<file path="src/rtl/srr_pkg.sv">
package srr_pkg;

  // Scale applied to the multiplier before it is presented as a register word
  localparam int unsigned WORD_SCALE = 6;

  // Sample-rate threshold for multiplier m: rate must lie below m*xtal/2
  function automatic logic [63:0] srr_threshold(input int unsigned m, input int unsigned xtal);
    logic [63:0] prod;
    prod = 64'(m) * 64'(xtal);
    return prod >> 1;
  endfunction

endpackage

</file>
<file path="src/rtl/srr_mult_sel.sv">
module srr_mult_sel import srr_pkg::*; #(
  parameter int unsigned XTAL_HZ  = 10111000,
  parameter int unsigned MULT_MIN = 2,
  parameter int unsigned MULT_MAX = 9,
  parameter int unsigned RATE_W   = 32,
  parameter int unsigned MW       = 4
) (
  input  logic [RATE_W-1:0] rate_i,
  output logic [MW-1:0]     mult_o
);

  localparam int unsigned NSTEP = MULT_MAX - MULT_MIN;

  logic [NSTEP-1:0] below;

  // One comparator per staircase step
  for (genvar g = 0; g < NSTEP; g++) begin : g_step
    assign below[g] = 64'(rate_i) < srr_threshold(MULT_MIN + g, XTAL_HZ);
  end

  // Lowest step that clears the rate wins
  always_comb begin
    mult_o = MW'(MULT_MAX);
    for (int i = NSTEP - 1; i >= 0; i--) begin
      if (below[i]) mult_o = MW'(MULT_MIN + i);
    end
  end

endmodule

</file>
<file path="src/rtl/srr_seq.sv">
module srr_seq #(
  parameter int unsigned FRAC_BITS  = 23,
  parameter int unsigned CHUNK_BITS = 6
) (
  input  logic clk,
  input  logic rst_n,
  input  logic load_i,
  output logic busy_o,
  output logic step_o,
  output logic fin_o,
  output logic done_o
);

  localparam int unsigned NCHUNK   = (FRAC_BITS + CHUNK_BITS - 1) / CHUNK_BITS;
  localparam int unsigned LAST_LEN = FRAC_BITS - (NCHUNK - 1) * CHUNK_BITS;
  localparam int unsigned CW       = (NCHUNK > 1) ? $clog2(NCHUNK) : 1;
  localparam int unsigned BW       = (CHUNK_BITS > 1) ? $clog2(CHUNK_BITS) : 1;

  logic          busy_q, busy_d;
  logic          done_q, done_d;
  logic [CW-1:0] chunk_q, chunk_d;
  logic [BW-1:0] bit_q, bit_d;
  logic          last_chunk, chunk_end, last_bit;

  assign last_chunk = (chunk_q == CW'(NCHUNK - 1));
  assign chunk_end  = last_chunk ? (bit_q == BW'(LAST_LEN - 1))
                                 : (bit_q == BW'(CHUNK_BITS - 1));
  assign last_bit   = last_chunk && chunk_end;

  always_comb begin
    busy_d  = busy_q;
    chunk_d = chunk_q;
    bit_d   = bit_q;
    done_d  = 1'b0;
    if (load_i) begin
      busy_d  = 1'b1;
      chunk_d = '0;
      bit_d   = '0;
    end else if (busy_q) begin
      if (last_bit) begin
        busy_d = 1'b0;
        done_d = 1'b1;
      end else if (chunk_end) begin
        chunk_d = chunk_q + CW'(1);
        bit_d   = '0;
      end else begin
        bit_d = bit_q + BW'(1);
      end
    end
  end

  always_ff @(posedge clk or negedge rst_n) begin
    if (!rst_n) begin
      busy_q  <= 1'b0;
      done_q  <= 1'b0;
      chunk_q <= '0;
      bit_q   <= '0;
    end else begin
      busy_q  <= busy_d;
      done_q  <= done_d;
      chunk_q <= chunk_d;
      bit_q   <= bit_d;
    end
  end

  assign busy_o = busy_q;
  assign step_o = busy_q;
  assign fin_o  = busy_q && last_bit;
  assign done_o = done_q;

  // the caller never loads while a run is active
  p_no_load_busy_r7: assert property (@(posedge clk) disable iff (!rst_n)
    load_i |-> !busy_q);

  // a run in progress keeps going until its final bit
  p_busy_holds_r6: assert property (@(posedge clk) disable iff (!rst_n)
    (busy_q && !last_bit) |=> busy_q);

endmodule

</file>
<file path="src/rtl/srr_divider.sv">
module srr_divider #(
  parameter int unsigned DIV_W     = 32,
  parameter int unsigned FRAC_BITS = 23
) (
  input  logic                 clk,
  input  logic                 rst_n,
  input  logic                 load_i,
  input  logic                 step_i,
  input  logic [DIV_W-1:0]     dividend_i,
  input  logic [DIV_W-1:0]     divisor_i,
  output logic [FRAC_BITS-1:0] quot_nx_o
);

  logic [DIV_W-1:0]     rem_q, rem_d, div_q, div_d;
  logic [FRAC_BITS-1:0] quot_q, quot_d;
  logic [DIV_W:0]       rem_sh;
  logic                 ge;
  logic [DIV_W-1:0]     rem_nx;
  logic [FRAC_BITS-1:0] quot_nx;

  // One restoring step: double the remainder, subtract when it fits
  assign rem_sh  = {rem_q, 1'b0};
  assign ge      = rem_sh >= {1'b0, div_q};
  assign rem_nx  = ge ? DIV_W'(rem_sh - {1'b0, div_q}) : DIV_W'(rem_sh);
  assign quot_nx = {quot_q[FRAC_BITS-2:0], ge};

  always_comb begin
    rem_d  = rem_q;
    div_d  = div_q;
    quot_d = quot_q;
    if (load_i) begin
      rem_d  = dividend_i;
      div_d  = divisor_i;
      quot_d = '0;
    end else if (step_i) begin
      rem_d  = rem_nx;
      quot_d = quot_nx;
    end
  end

  always_ff @(posedge clk or negedge rst_n) begin
    if (!rst_n) begin
      rem_q  <= '0;
      div_q  <= '0;
      quot_q <= '0;
    end else begin
      rem_q  <= rem_d;
      div_q  <= div_d;
      quot_q <= quot_d;
    end
  end

  assign quot_nx_o = quot_nx;

  // the partial remainder stays below the divisor on every step
  p_rem_below_div_r4: assert property (@(posedge clk) disable iff (!rst_n)
    step_i |-> (rem_q < div_q));

endmodule

</file>
<file path="src/rtl/srr_calc.sv">
module srr_calc import srr_pkg::*; #(
  parameter int unsigned XTAL_HZ    = 10111000,
  parameter int unsigned RATE_MIN   = 1000000,
  parameter int unsigned RATE_MAX   = 45000000,
  parameter int unsigned MULT_MIN   = 2,
  parameter int unsigned MULT_MAX   = 9,
  parameter int unsigned FRAC_BITS  = 23,
  parameter int unsigned CHUNK_BITS = 6,
  parameter int unsigned RATE_W     = 32,
  parameter int unsigned MW         = 4
) (
  input  logic              clk,
  input  logic              rst_n,
  input  logic              start_i,
  input  logic [RATE_W-1:0] rate_i,
  output logic              busy_o,
  output logic              done_o,
  output logic              err_o,
  output logic [MW-1:0]     mult_code_o,
  output logic [7:0]        mult_word_o,
  output logic [7:0]        ratio_hi_o,
  output logic [7:0]        ratio_mid_o,
  output logic [7:0]        ratio_lo_o
);

  // Reset asserts at once and is released on a clock edge
  logic [1:0] rst_sync_q;
  logic       rst_int_n;

  always_ff @(posedge clk or negedge rst_n) begin
    if (!rst_n) rst_sync_q <= 2'b00;
    else        rst_sync_q <= {rst_sync_q[0], 1'b1};
  end
  assign rst_int_n = rst_sync_q[1];

  logic                 busy, step, fin, done;
  logic                 in_range, accept, reject;
  logic [MW-1:0]        m_sel;
  logic [RATE_W-1:0]    divisor;
  logic [FRAC_BITS-1:0] quot_nx;

  logic [MW-1:0] m_hold_q, m_hold_d;
  logic          err_q, err_d;
  logic [MW-1:0] code_q, code_d;
  logic [7:0]    word_q, word_d, hi_q, hi_d, mid_q, mid_d, lo_q, lo_d;

  assign in_range = (rate_i >= RATE_W'(RATE_MIN)) && (rate_i <= RATE_W'(RATE_MAX));
  assign accept   = start_i && !busy && in_range;
  assign reject   = start_i && !busy && !in_range;
  assign divisor  = RATE_W'(m_sel) * RATE_W'(XTAL_HZ);

  srr_mult_sel #(
    .XTAL_HZ(XTAL_HZ), .MULT_MIN(MULT_MIN), .MULT_MAX(MULT_MAX),
    .RATE_W(RATE_W), .MW(MW)
  ) u_sel (
    .rate_i(rate_i),
    .mult_o(m_sel)
  );

  srr_seq #(
    .FRAC_BITS(FRAC_BITS), .CHUNK_BITS(CHUNK_BITS)
  ) u_seq (
    .clk(clk), .rst_n(rst_int_n), .load_i(accept),
    .busy_o(busy), .step_o(step), .fin_o(fin), .done_o(done)
  );

  srr_divider #(
    .DIV_W(RATE_W), .FRAC_BITS(FRAC_BITS)
  ) u_div (
    .clk(clk), .rst_n(rst_int_n), .load_i(accept), .step_i(step),
    .dividend_i(rate_i), .divisor_i(divisor), .quot_nx_o(quot_nx)
  );

  always_comb begin
    m_hold_d = accept ? m_sel : m_hold_q;
    err_d    = reject;
    code_d   = code_q;
    word_d   = word_q;
    hi_d     = hi_q;
    mid_d    = mid_q;
    lo_d     = lo_q;
    if (fin) begin
      code_d = m_hold_q;
      word_d = 8'(m_hold_q) * 8'(WORD_SCALE);
      hi_d   = {2'b00, quot_nx[21:16]};
      mid_d  = quot_nx[15:8];
      lo_d   = quot_nx[7:0];
    end
  end

  always_ff @(posedge clk or negedge rst_int_n) begin
    if (!rst_int_n) begin
      m_hold_q <= '0;
      err_q    <= 1'b0;
      code_q   <= '0;
      word_q   <= '0;
      hi_q     <= '0;
      mid_q    <= '0;
      lo_q     <= '0;
    end else begin
      m_hold_q <= m_hold_d;
      err_q    <= err_d;
      code_q   <= code_d;
      word_q   <= word_d;
      hi_q     <= hi_d;
      mid_q    <= mid_d;
      lo_q     <= lo_d;
    end
  end

  assign busy_o      = busy;
  assign done_o      = done;
  assign err_o       = err_q;
  assign mult_code_o = code_q;
  assign mult_word_o = word_q;
  assign ratio_hi_o  = hi_q;
  assign ratio_mid_o = mid_q;
  assign ratio_lo_o  = lo_q;

  // completion is a single-cycle pulse outside the busy window
  p_done_pulse_r6: assert property (@(posedge clk) disable iff (!rst_int_n)
    done_o |=> !done_o);
  p_done_idle_r6: assert property (@(posedge clk) disable iff (!rst_int_n)
    done_o |-> !busy_o);

  // a rejection starts nothing and leaves results untouched
  p_err_quiet_r1: assert property (@(posedge clk) disable iff (!rst_int_n)
    err_o |-> (!busy_o && !done_o));
  p_err_keeps_r1: assert property (@(posedge clk) disable iff (!rst_int_n)
    err_o |-> ($stable(ratio_lo_o) && $stable(ratio_hi_o) && $stable(mult_code_o)));

  // the reported multiplier lies on the staircase
  p_mult_range_r2: assert property (@(posedge clk) disable iff (!rst_int_n)
    done_o |-> ((mult_code_o >= MW'(MULT_MIN)) && (mult_code_o <= MW'(MULT_MAX))));

  // the top byte carries only six ratio bits
  p_hi_mask_r5: assert property (@(posedge clk) disable iff (!rst_int_n)
    done_o |-> (ratio_hi_o[7:6] == 2'b00));

endmodule

</file>
<file path="config.mk">
export PLATFORM = sky130hd
export DESIGN_NAME = srr_calc
export DESIGN_NICKNAME = d
export VERILOG_FILES = /design/src/rtl/srr_pkg.sv /design/src/rtl/srr_mult_sel.sv /design/src/rtl/srr_seq.sv /design/src/rtl/srr_divider.sv /design/src/rtl/srr_calc.sv
export SDC_FILE = /design/constraint.sdc
export NUM_CORES = 1
export LEC_CHECK = 0
export BUFFER_PORTS_ARGS = -buffer_cell sky130_fd_sc_hd__buf_2
export CAP_MARGIN = 20
export CORE_AREA = 2 2 128 130
export CTS_CLUSTER_DIAMETER = 50
export DETAILED_ROUTE_END_ITERATION = 10
export DIE_AREA = 0 0 130 132
export PLACE_DENSITY = 0.66
export SLEW_MARGIN = 5
export SYNTH_ARGS = -nofsm -noshare
export SYNTH_HDL_FRONTEND = slang
export SYNTH_SLANG_ARGS = --single-unit
</file>
<file path="constraint.sdc">
create_clock -name clk -period 4.9 [get_ports clk]
set_clock_uncertainty 0.1 [all_clocks]
set_input_delay 0.245 -clock clk [delete_from_list [all_inputs] [get_ports clk]]
set_output_delay 0.245 -clock clk [all_outputs]
set_load 0.05 [all_outputs]
</file>
==> reports/qor.csv <==
stage,metric,value,unit
global_routing,initial antenna violation count,0,
outcome,outcome,completed,
synthesis,synthesized area,7730,µm²
drt,final wirelength,20600,µm
clocking,CTS Buffer Depth,2,
timing,final cycle utilization of the critical path,84.4,%
synthesis,"top cells by area, synth","dfrtp_1 (38%), nand2_1 (8.9%), ha_1 (7.9%)",
worst_setup_path,Worst path slowest cell,a2111oi_2,
worst_setup_path,peak fanout along the critical path,8,
timing,Max Slew Vio Count,0,
power_and_ir_drop,clock share of power,25.1,%
cells_and_area,"most common cell after layout, fill and taps aside",nand2_1,
die,Die Span X,130,µm
worst_setup_path,crit-path leading delay family,compound AO/OA/AOI/OAI gates,
worst_setup_path,WS Path Type,input port to flop,
synthesis,Compound-Gate Fraction of Synth Area,21.9,%
placement,Placer Congestion,0.874,
worst_setup_path,CP max stage delay,430,ps
timing,final setup TNS,0,ps
drt,DR vias/cell,5.78,
synthesis,post-synthesis sequential area ratio,38.2,%
power_and_ir_drop,Pint,0.00309,W
power_and_ir_drop,Comb power frac,44.6,%
synthesis,Syn Area/Cell,8.47,µm²
synthesis,post-synth top area share,38.2,%
cells_and_area,Area growth syn-to-layout,14.6,%
cells_and_area,layout cell share with drive strength beyond 1,14.3,%
timing,f_max,0.242,GHz
clocking,clock root cell,clkbuf_16,
hold_path,hold depth,3,
worst_setup_path,reg2reg setup slack,890,ps
drt,Vias,6845,
cells_and_area,nets,1041,
worst_setup_path,Startpoint Class,input port,
synthesis,Post-synth top flop,dfrtp_1,
clocking,CTS tree,done,
hold_path,Hold WC Path Type,input port to flop,
global_routing,GR Overflow Total,0,
cells_and_area,Sequential Area,2960,µm²
power_and_ir_drop,NetSw,0.00225,W
synthesis,Synth cell types,74,
hold_path,Worst Hold End,u_div.rem_q[1]$_DFFE_PN0P_,
power_and_ir_drop,Worst VDD drop,0.000329,V
die,Ports,74,
worst_setup_path,"Critical Path, Cell by Cell",buf_2 > a2111oi_2 > nand2_1 > a211o_1 > a2111oi_0 > nor3_1 > o21ai_0 > a21oi_1 > o22a_2 > ha_1 > ha_1 > ha_1 > a31o_2 > a31oi_1 > o21bai_1 > and4b_1 > o32a_2 > xnor2_1 > o21ai_1,
power_and_ir_drop,P_leak,4.04,nW
clocking,Clock Latency Late Sink,420,ps
power_and_ir_drop,sequential power share,30.3,%
hold_path,hold wc startpoint,rate_i[1],
placement,Place WS,363,ps
die,Die Ht,132,µm
timing,RSZ-0062 raised after global routing,false,
clocking,total CTS buffers,17,
synthesis,Adder-Cell Fraction of Synth Area,8.45,%
die,die area,17200,µm²
synthesis,Mapped Cells,913,
global_routing,largest net degree at the start of global routing,80,
run,Max-Cap Viols,0,
power_and_ir_drop,"Power, Total",0.00534,W
placement,PortBufs,69,
timing,Worst Hold Margin,14.3,ps
timing,Period minus WS final,4140,ps
power_and_ir_drop,pwr dens,602,nW/µm²
synthesis,Post-Synth Simple-Gate Area,19.0,%
synthesis,Async SR Flop Fraction,100,%
worst_setup_path,FF-to-FF End,u_div.rem_q[31]$_DFFE_PN0P_,
drt,1st-pass router iterations,5,
cells_and_area,ant diodes,0,
synthesis,largest family of logic cells by synthesized area,compound AO/OA/AOI/OAI gates,
worst_setup_path,Most common cell on crit path,ha_1,
synthesis,cell taking the most area after synthesis,dfrtp_1,
drt,DRT antenna net count,0,
timing,# setup viols final,0,
drt,initial DRC count,617,
synthesis,area share of xor/xnor cells in the synthesized design,5.05,%
timing,final setup margin,762,ps
worst_setup_path,Worst Setup End Kind,flop,
clocking,post-CTS setup buffers,0,
timing,Hold Fails Final Rpt,0,
timing,max_slew headroom,32.2,%
synthesis,mux cell area share after synthesis,1.89,%
worst_setup_path,Reg2Reg Launch Point,m_hold_q[0]$_DFFE_PN0P_,
cells_and_area,fill count,1454,
global_routing,global-route wire length before repair,33900,µm
global_routing,vias in the first global route,6623,
worst_setup_path,path depth of the worst reg2reg path,11,
power_and_ir_drop,switching share of power,42.2,%
placement,post-DP HPWL,13900,µm
worst_setup_path,crit path DAT,4320,ps
synthesis,Yosys Warn Count,0,
die,Initial Utilization,49.2,%
clocking,H-tree levels,4,
die,std cell rows,46,
synthesis,Synth Register Bits,118,
timing,Worst Tran Pin Value,1020,ps
cells_and_area,multi-input logic area,4380,µm²
clocking,clock-pin slew on the worst setup and hold paths,60,ps
synthesis,Post-synth EDFFs,0,
cells_and_area,most frequent cells in the layout,"nand2_1 (184), dfrtp_1 (116), o21ai_0 (82)",
worst_setup_path,Buf/Inv on CP,1,
global_routing,total track usage,25.0,%
drt,DRC Markers,0,
drt,wire per inst,17.4,µm
worst_setup_path,Required @ worst endpoint,5080,ps
die,Core Region,15700,µm²
clocking,TritonCTS Sinks,118,
[tightest hold or removal path, delay by kind of cell]
family                 cells  cell delay, ps
AOI/OAI and AO/OA          1              70
buffers and inverters      1             120
and+or+nand+nor            1              60
[repair_timing]
item / CTS / global route
endpoints found under the hold margin: 3 / 0
gates resized for setup: 0 / 0
hold buffers: 2 / 0
endpoints found under the setup margin: 0 / 0
[logic make-up (layout without fill, tap and decap cells)]
kind of cell             Yosys count  in the layout
AO/OA/AOI/OAI                    261            261
XOR/XNOR                          43             43
adder cells (fa/ha/maj)           51             51
buffers and inverters            102            154
flip-flops                       118            118
multiplexers                      13             13
other                              2              5
AND/OR/NAND/NOR                  323            323
[cell usage after synthesis (9+ instances only)]
| cell type | number |
|---|---|
| clkbuf_1 | 39 |
| o21ai_1 | 12 |
| a22oi_1 | 21 |
| buf_2 | 9 |
| nor2_1 | 45 |
| nand2_1 | 184 |
| xnor2_1 | 27 |
| o211ai_1 | 9 |
| a21o_1 | 14 |
| o21ai_0 | 82 |
| dfrtp_1 | 118 |
| nand4_1 | 13 |
| a31oi_1 | 13 |
| a21oi_1 | 43 |
| xor2_1 | 15 |
| nand3_1 | 14 |
| mux2i_1 | 9 |
| ha_1 | 49 |
| nor3_1 | 15 |
| inv_1 | 39 |
[routing by layer]
layer  part of all wire (%)  track usage, %  vias to the layer above
li1                       -               -                     3319
met1                     46            35.4                     3256
met2                     46            38.6                      244
met3                    6.1            5.11                       26
met4                    1.5            7.35                        0
met5                      0               0                        -
[worst max-delay path by stage]
stage	from	end	slack (ps)	depth (start not counted)
after global placement	rate_i[5]	u_div.div_q[25]$_DFFE_PN0P_	410	19
after detailed placement	rate_i[5]	u_div.div_q[25]$_DFFE_PN0P_	360	19
after global routing	rate_i[5]	u_div.div_q[25]$_DFFE_PN0P_	500	19
after CTS	rate_i[5]	u_div.div_q[25]$_DFFE_PN0P_	780	19
final	rate_i[5]	u_div.div_q[25]$_DFFE_PN0P_	760	19
after floorplan	rate_i[5]	u_div.div_q[25]$_DFFE_PN0P_	670	19
[power groups by stage]
stage / combinational (W) / clock (W) / sequential, W
6_report: 0.00238 / 0.00134 / 0.00162
5_1_grt: 0.00265 / 0.00140 / 0.00166
4_1_cts: 0.00236 / 0.00136 / 0.00162
3_5_place_dp: 0.00232 / 0 / 0.00163
3_3_place_gp: 0.00230 / 0 / 0.00163
2_1_floorplan: 0.00148 / 0 / 0.00195
[registers in the layout, indices dropped and copies added (netlist names), 2 cells and up]
name           count
u_div.rem_q       32
u_div.quot_q      21
u_div.div_q       20
ratio_lo_o         8
ratio_mid_o        8
ratio_hi_o         6
mult_word_o        5
m_hold_q           4
mult_code_o        4
u_seq.bit_q        3
rst_sync_q         2
u_seq.chunk_q      2
[area by class of cell]
cell class	instances	area share (%)
multi-input combinational	696	49.4
sequential	118	33.4
timing repair buffer	82	5.28
clock buffer	18	4.95
tap	216	3.05
clock inverter	14	2.24
inverter	40	1.69
[metrics by stage]
step	utilization [%]	instance area, µm²	cells
floorplan	-	7740	916
global placement	52.1	8180	1149
detailed placement	52.1	8180	1149
CTS	56.2	8840	1183
global route	56.4	8860	1184
finish	56.4	8860	1184
Note: power is estimated with default switching activity, not from simulation.
